$ cat src/rtl/sadd_pkg.sv
package sadd_pkg;

  typedef enum logic [1:0] {
    CLAMP_NONE = 2'd0,
    CLAMP_POS  = 2'd1,
    CLAMP_NEG  = 2'd2
  } clamp_e;

  // Decide the clamp direction from the operand signs and the carry that
  // reaches the sign position from the lower partial sum.
  function automatic clamp_e clamp_kind(input logic sa, input logic sb, input logic cin);
    if (sa && sb && !cin)  return CLAMP_NEG;
    if (!sa && !sb && cin) return CLAMP_POS;
    return CLAMP_NONE;
  endfunction

  // Sign bit of a sum that did not overflow.
  function automatic logic fit_sign(input logic sa, input logic sb, input logic cin);
    return (sa & sb) | ((sa ^ sb) & ~cin);
  endfunction

endpackage

$ cat src/rtl/sadd_lowsum.sv
module sadd_lowsum #(
  parameter int WIDTH = 8
) (
  input  logic [WIDTH-1:0] a,
  input  logic [WIDTH-1:0] b,
  output logic [WIDTH-2:0] low,
  output logic             carry_to_sign
);
  localparam int LW = WIDTH - 1;

  logic [LW:0] partial;

  always_comb begin
    partial = {1'b0, a[LW-1:0]} + {1'b0, b[LW-1:0]};
  end

  assign low           = partial[LW-1:0];
  assign carry_to_sign = partial[LW];
endmodule

$ cat src/rtl/sadd_select.sv
module sadd_select
  import sadd_pkg::*;
#(
  parameter int WIDTH = 8
) (
  input  logic             sign_a,
  input  logic             sign_b,
  input  logic             carry_to_sign,
  input  logic [WIDTH-2:0] low,
  output logic [WIDTH-1:0] result,
  output logic             sat,
  output logic             ovf_pos,
  output logic             ovf_neg
);
  localparam int LW = WIDTH - 1;

  clamp_e kind;

  always_comb begin
    kind = clamp_kind(sign_a, sign_b, carry_to_sign);
    unique case (kind)
      CLAMP_POS: result = {1'b0, {LW{1'b1}}};
      CLAMP_NEG: result = {1'b1, {LW{1'b0}}};
      default:   result = {fit_sign(sign_a, sign_b, carry_to_sign), low};
    endcase
  end

  assign sat     = (kind != CLAMP_NONE);
  assign ovf_pos = (kind == CLAMP_POS);
  assign ovf_neg = (kind == CLAMP_NEG);
endmodule

$ cat src/rtl/sadd_symfix.sv
module sadd_symfix #(
  parameter int WIDTH = 8
) (
  input  logic             clk,
  input  logic             rst,
  input  logic             in_valid,
  input  logic [WIDTH-1:0] in_sum,
  input  logic             in_sat,
  output logic [WIDTH-1:0] out_sum,
  output logic             out_sat,
  output logic             out_valid,
  output logic             fix_hit
);
  localparam int LW = WIDTH - 1;
  localparam logic [WIDTH-1:0] MIN_CODE = {1'b1, {LW{1'b0}}};

  assign fix_hit = in_valid && (in_sum == MIN_CODE);

  always_ff @(posedge clk) begin
    if (rst) begin
      out_sum   <= '0;
      out_sat   <= 1'b0;
      out_valid <= 1'b0;
    end else begin
      out_valid <= in_valid;
      if (in_valid) begin
        out_sum <= fix_hit ? (in_sum + {{LW{1'b0}}, 1'b1}) : in_sum;
        out_sat <= in_sat | fix_hit;
      end
    end
  end
endmodule

$ cat src/rtl/sadd_clamp.sv
module sadd_clamp #(
  parameter int WIDTH     = 8,
  parameter bit SYMMETRIC = 1'b0
) (
  input  logic             clk,
  input  logic             rst,
  input  logic             in_valid,
  input  logic [WIDTH-1:0] op_a,
  input  logic [WIDTH-1:0] op_b,
  output logic [WIDTH-1:0] sum_q,
  output logic             sat_q,
  output logic             out_valid
);
  localparam int MSB = WIDTH - 1;

  // Named internal events, brought out for the checker.
  logic [WIDTH-2:0] low_sum;
  logic             carry_to_sign;
  logic [WIDTH-1:0] s0_result;
  logic             s0_sat;
  logic             ovf_pos;
  logic             ovf_neg;

  logic [WIDTH-1:0] s1_sum;
  logic             s1_sat;
  logic             s1_valid;

  sadd_lowsum #(.WIDTH(WIDTH)) u_lowsum (
    .a             (op_a),
    .b             (op_b),
    .low           (low_sum),
    .carry_to_sign (carry_to_sign)
  );

  sadd_select #(.WIDTH(WIDTH)) u_select (
    .sign_a        (op_a[MSB]),
    .sign_b        (op_b[MSB]),
    .carry_to_sign (carry_to_sign),
    .low           (low_sum),
    .result        (s0_result),
    .sat           (s0_sat),
    .ovf_pos       (ovf_pos),
    .ovf_neg       (ovf_neg)
  );

  always_ff @(posedge clk) begin
    if (rst) begin
      s1_sum   <= '0;
      s1_sat   <= 1'b0;
      s1_valid <= 1'b0;
    end else begin
      s1_valid <= in_valid;
      if (in_valid) begin
        s1_sum <= s0_result;
        s1_sat <= s0_sat;
      end
    end
  end

  generate
    if (SYMMETRIC) begin : g_sym
      logic fix_hit;
      sadd_symfix #(.WIDTH(WIDTH)) u_symfix (
        .clk       (clk),
        .rst       (rst),
        .in_valid  (s1_valid),
        .in_sum    (s1_sum),
        .in_sat    (s1_sat),
        .out_sum   (sum_q),
        .out_sat   (sat_q),
        .out_valid (out_valid),
        .fix_hit   (fix_hit)
      );
    end else begin : g_asym
      assign sum_q     = s1_sum;
      assign sat_q     = s1_sat;
      assign out_valid = s1_valid;
    end
  endgenerate
endmodule

$ cat config.mk
export PLATFORM = sky130hd
export DESIGN_NAME = sadd_clamp
export DESIGN_NICKNAME = d
export VERILOG_FILES = /design/src/rtl/sadd_pkg.sv /design/src/rtl/sadd_lowsum.sv /design/src/rtl/sadd_select.sv /design/src/rtl/sadd_symfix.sv /design/src/rtl/sadd_clamp.sv
export SDC_FILE = /design/constraint.sdc
export NUM_CORES = 1
export LEC_CHECK = 0
export BUFFER_PORTS_ARGS = -buffer_cell sky130_fd_sc_hd__clkbuf_2
export CORE_MARGIN = 2
export CORE_UTILIZATION = 35
export CTS_CLUSTER_DIAMETER = 150
export DETAILED_ROUTE_END_ITERATION = 7
export PLACE_DENSITY = 0.69
export SLEW_MARGIN = 10
export SYNTH_ARGS = -nofsm -noshare
export SYNTH_HDL_FRONTEND = slang
export SYNTH_SLANG_ARGS = --single-unit
export TNS_END_PERCENT = 100
$ cat constraint.sdc
create_clock -name clk -period 2.7 [get_ports clk]
set_clock_uncertainty 0.1 [all_clocks]
set_input_delay 0.405 -clock clk [delete_from_list [all_inputs] [get_ports clk]]
set_output_delay 0.405 -clock clk [all_outputs]
set_load 0.05 [all_outputs]
==> summary.txt <==
Worst setup path
  – Worst setup SP type: input port
  – Critical Path AT: 2140 ps
  – Crit path capture type: flip-flop
  – Worst Path Required: 2710 ps
  – Crit Path Class: in -> reg
  – Crit-path max FO: 7
  – CP startpoint: op_a[1]
  – Critical R2R Launch: sum_q[5]$_SDFFE_PP0P_

Layout
  – Post-route insts no fill: 144
  – Commonest cells after routing, fill and taps aside: clkbuf_2, nor2_1, dfxtp_1
  – Area grow syn2layout: 24.1%
  – Fraction of layout cells with a size suffix above 1: 32.5%
  – Number of diodes: 0
  – Nets: 148
  – Fillcell total: 201
  – Most common cell after layout, fill and taps aside: clkbuf_2

Power
  – Max VDD drop: 181 uV
  – Leakage dissipation: 0.448 nW
  – PwrDens: 480 mW/mm2
  – Power, Total: 0.000455 W

Clock tree
  – CTS resizes: 0
  – Worst skew pair latency: 250 ps
  – Clk pin slew, worst setup/hold paths: 60 ps
  – Post CTS Setup Buffer Count: 0
  – CTS hold repair buffers: 0
  – H-tree Lvls: 1
  – CTS Root Cell: clkbuf_4
  – Cts bufs inserted: 3
  – Max Buffers Root-to-Sink: 2
  – CTS tree: built
  – Clock tree sinks: 10

Synthesis
  – Syn_nets: 118
  – Fraction of registers with async set/reset: 0%
  – Synth Flop Type: dfxtp_1
  – Synth Instances: 89
  – Avg Cell Area, Syn: 8.59 um2
  – Proportion of netlist area held by the largest area contributor: 26.2%
  – Synth top area cells: dfxtp_1, ha_1, nor2_1, a211oi_1, o21bai_1
  – Number of synthesized flops with an enable pin: 0
  – Flops & latches, synth: 10
  – Cell area after synthesis: 764 um2
  – Cell taking the most area after synthesis: dfxtp_1
  – Sequential area share after synthesis: 26.2%
  – Synth warn: 0
  – Synth cell types: 31

Die
  – Die Ht: 50.7 um
  – Row count: 16
  – Starting Density: 38.2%
  – Die W: 50.7 um
  – Core ar.: 0.00200 mm2
  – Ports: 29
  – Die Area: 0.00257 mm2

Flow run
  – Max cap viols: 0

Placement
  – Routability cong.: 0.737
  – Final HPWL DP: 1240 um
  – Placed cells: 141
  – Port Buffers: 28
  – Worst slack at placement: 294 ps

GRT
  – Total grt overflow: 0
  – Total track usage: 13.1%
  – Global-route wire length before repair: 2580 um
  – Largest net degree at the start of global routing: 14
  – Vias in the first global route: 633
  – Initial antenna violation count: 0

STA
  – RSZ-0062 raised after global routing: false
  – Final setup viols: 0
  – Worst-Margin Slew: 475 ps
  – Tmin final: 2130 ps
  – Period utilization: 79.0%
  – Final Max Slew Viols: 0
  – Setup ws final: 568 ps
  – Max Freq: 469 MHz
  – Hold Slack: 350 ps
  – Total negative slack: 0 ps
  – Final-report hold violation count: 0
  – Slew HR: 68.3%

Detailed routing
  – DRC Markers: 0
  – DR vias: 701
  – Routed wire per std cell: 10.3 um
  – Antenna-violating nets left: 0
  – DR pass1 iterations: 4
  – Drt total wl: 1480 um
  – DRT iter0 DRCs: 6
  – Via density: 4.87

Hold path
  – Hold wc startpoint: rst
  – Worst hold path type: in -> reg

Status
  – Status: finished clean
==> cells in the mapped netlist, types with 2 or more instances <==
library cell	instances
a211oi_1	7
a21oi_1	3
dfxtp_1	10
ha_1	9
inv_1	7
nand2_1	2
nand2b_1	3
nand3_1	2
nor2_1	15
nor2b_1	3
nor3_1	2
o21ai_0	3
o21bai_1	4
o2bb2ai_1	2
==> sequential cells by signal, indices dropped and copies added, names as in the netlist <==
| name | flops |
|---|---|
| out_valid | 1 |
| sum_q | 8 |
| sat_q | 1 |
==> cells by family after synthesis <==
family	Yosys count	share of synthesized area [%]
simple gates	31	21.9
compound gates	26	27.0
buf+inv	10	5.07
fa+ha+maj	10	17.3
flops	10	26.2
xor+xnor	1	1.15
mux	1	1.31
==> metal layers <==
layer	up-vias	global-route usage (%)	part of all wire, %
met2	19	20.4	45
met3	2	2.38	5.9
li1	378	-	-
met4	0	8.11	0.74
met1	302	16.5	48
met5	-	0	0
==> where the power goes <==
group	total, W	internal (W)	switching (W)
Clock	0.0000948	0.0000511	0.0000437
Combinational	0.000191	0.0000674	0.000124
Sequential	0.000169	0.000162	0.00000687
==> per-stage QoR <==
stage | instance area, um2 | util [%]
2_1_floorplan | 764 | -
3_3_place_gp | 926 | 46.3
3_5_place_dp | 926 | 46.3
4_1_cts | 948 | 47.4
5_1_grt | 948 | 47.4
6_report | 948 | 47.4
==> critical path: stages <==
cell and delay [ps]:
clkbuf_2 90, ha_1 320, a211oi_4 340, nor3_4 100, o31a_2 340, nor2b_1 400, a211oi_1 150
==> path summary, 6_finish.rpt <==
kind / end / slack, ps / cells after the start
worst max-delay path: sum_q[2]$_SDFFE_PP0P_ / 570 / 7
worst min register to register: sum_q[3]$_SDFFE_PP0P_ / 390 / 2
worst max register to register: sum_q[5]$_SDFFE_PP0P_ / 1780 / 3
worst min-delay path: sum_q[4]$_SDFFE_PP0P_ / 350 / 2
==> area by class of cell <==
cell class | instances | area, um2 | area share [%]
repair buffers | 28 | 140 | 14.8
multi-input cells | 69 | 526 | 55.4
inverters | 7 | 26.3 | 2.77
flip-flops and latches | 10 | 200 | 21.1
well taps | 27 | 33.8 | 3.56
clock buffers | 3 | 22.5 | 2.37
Power figures use the tool's default switching activity.
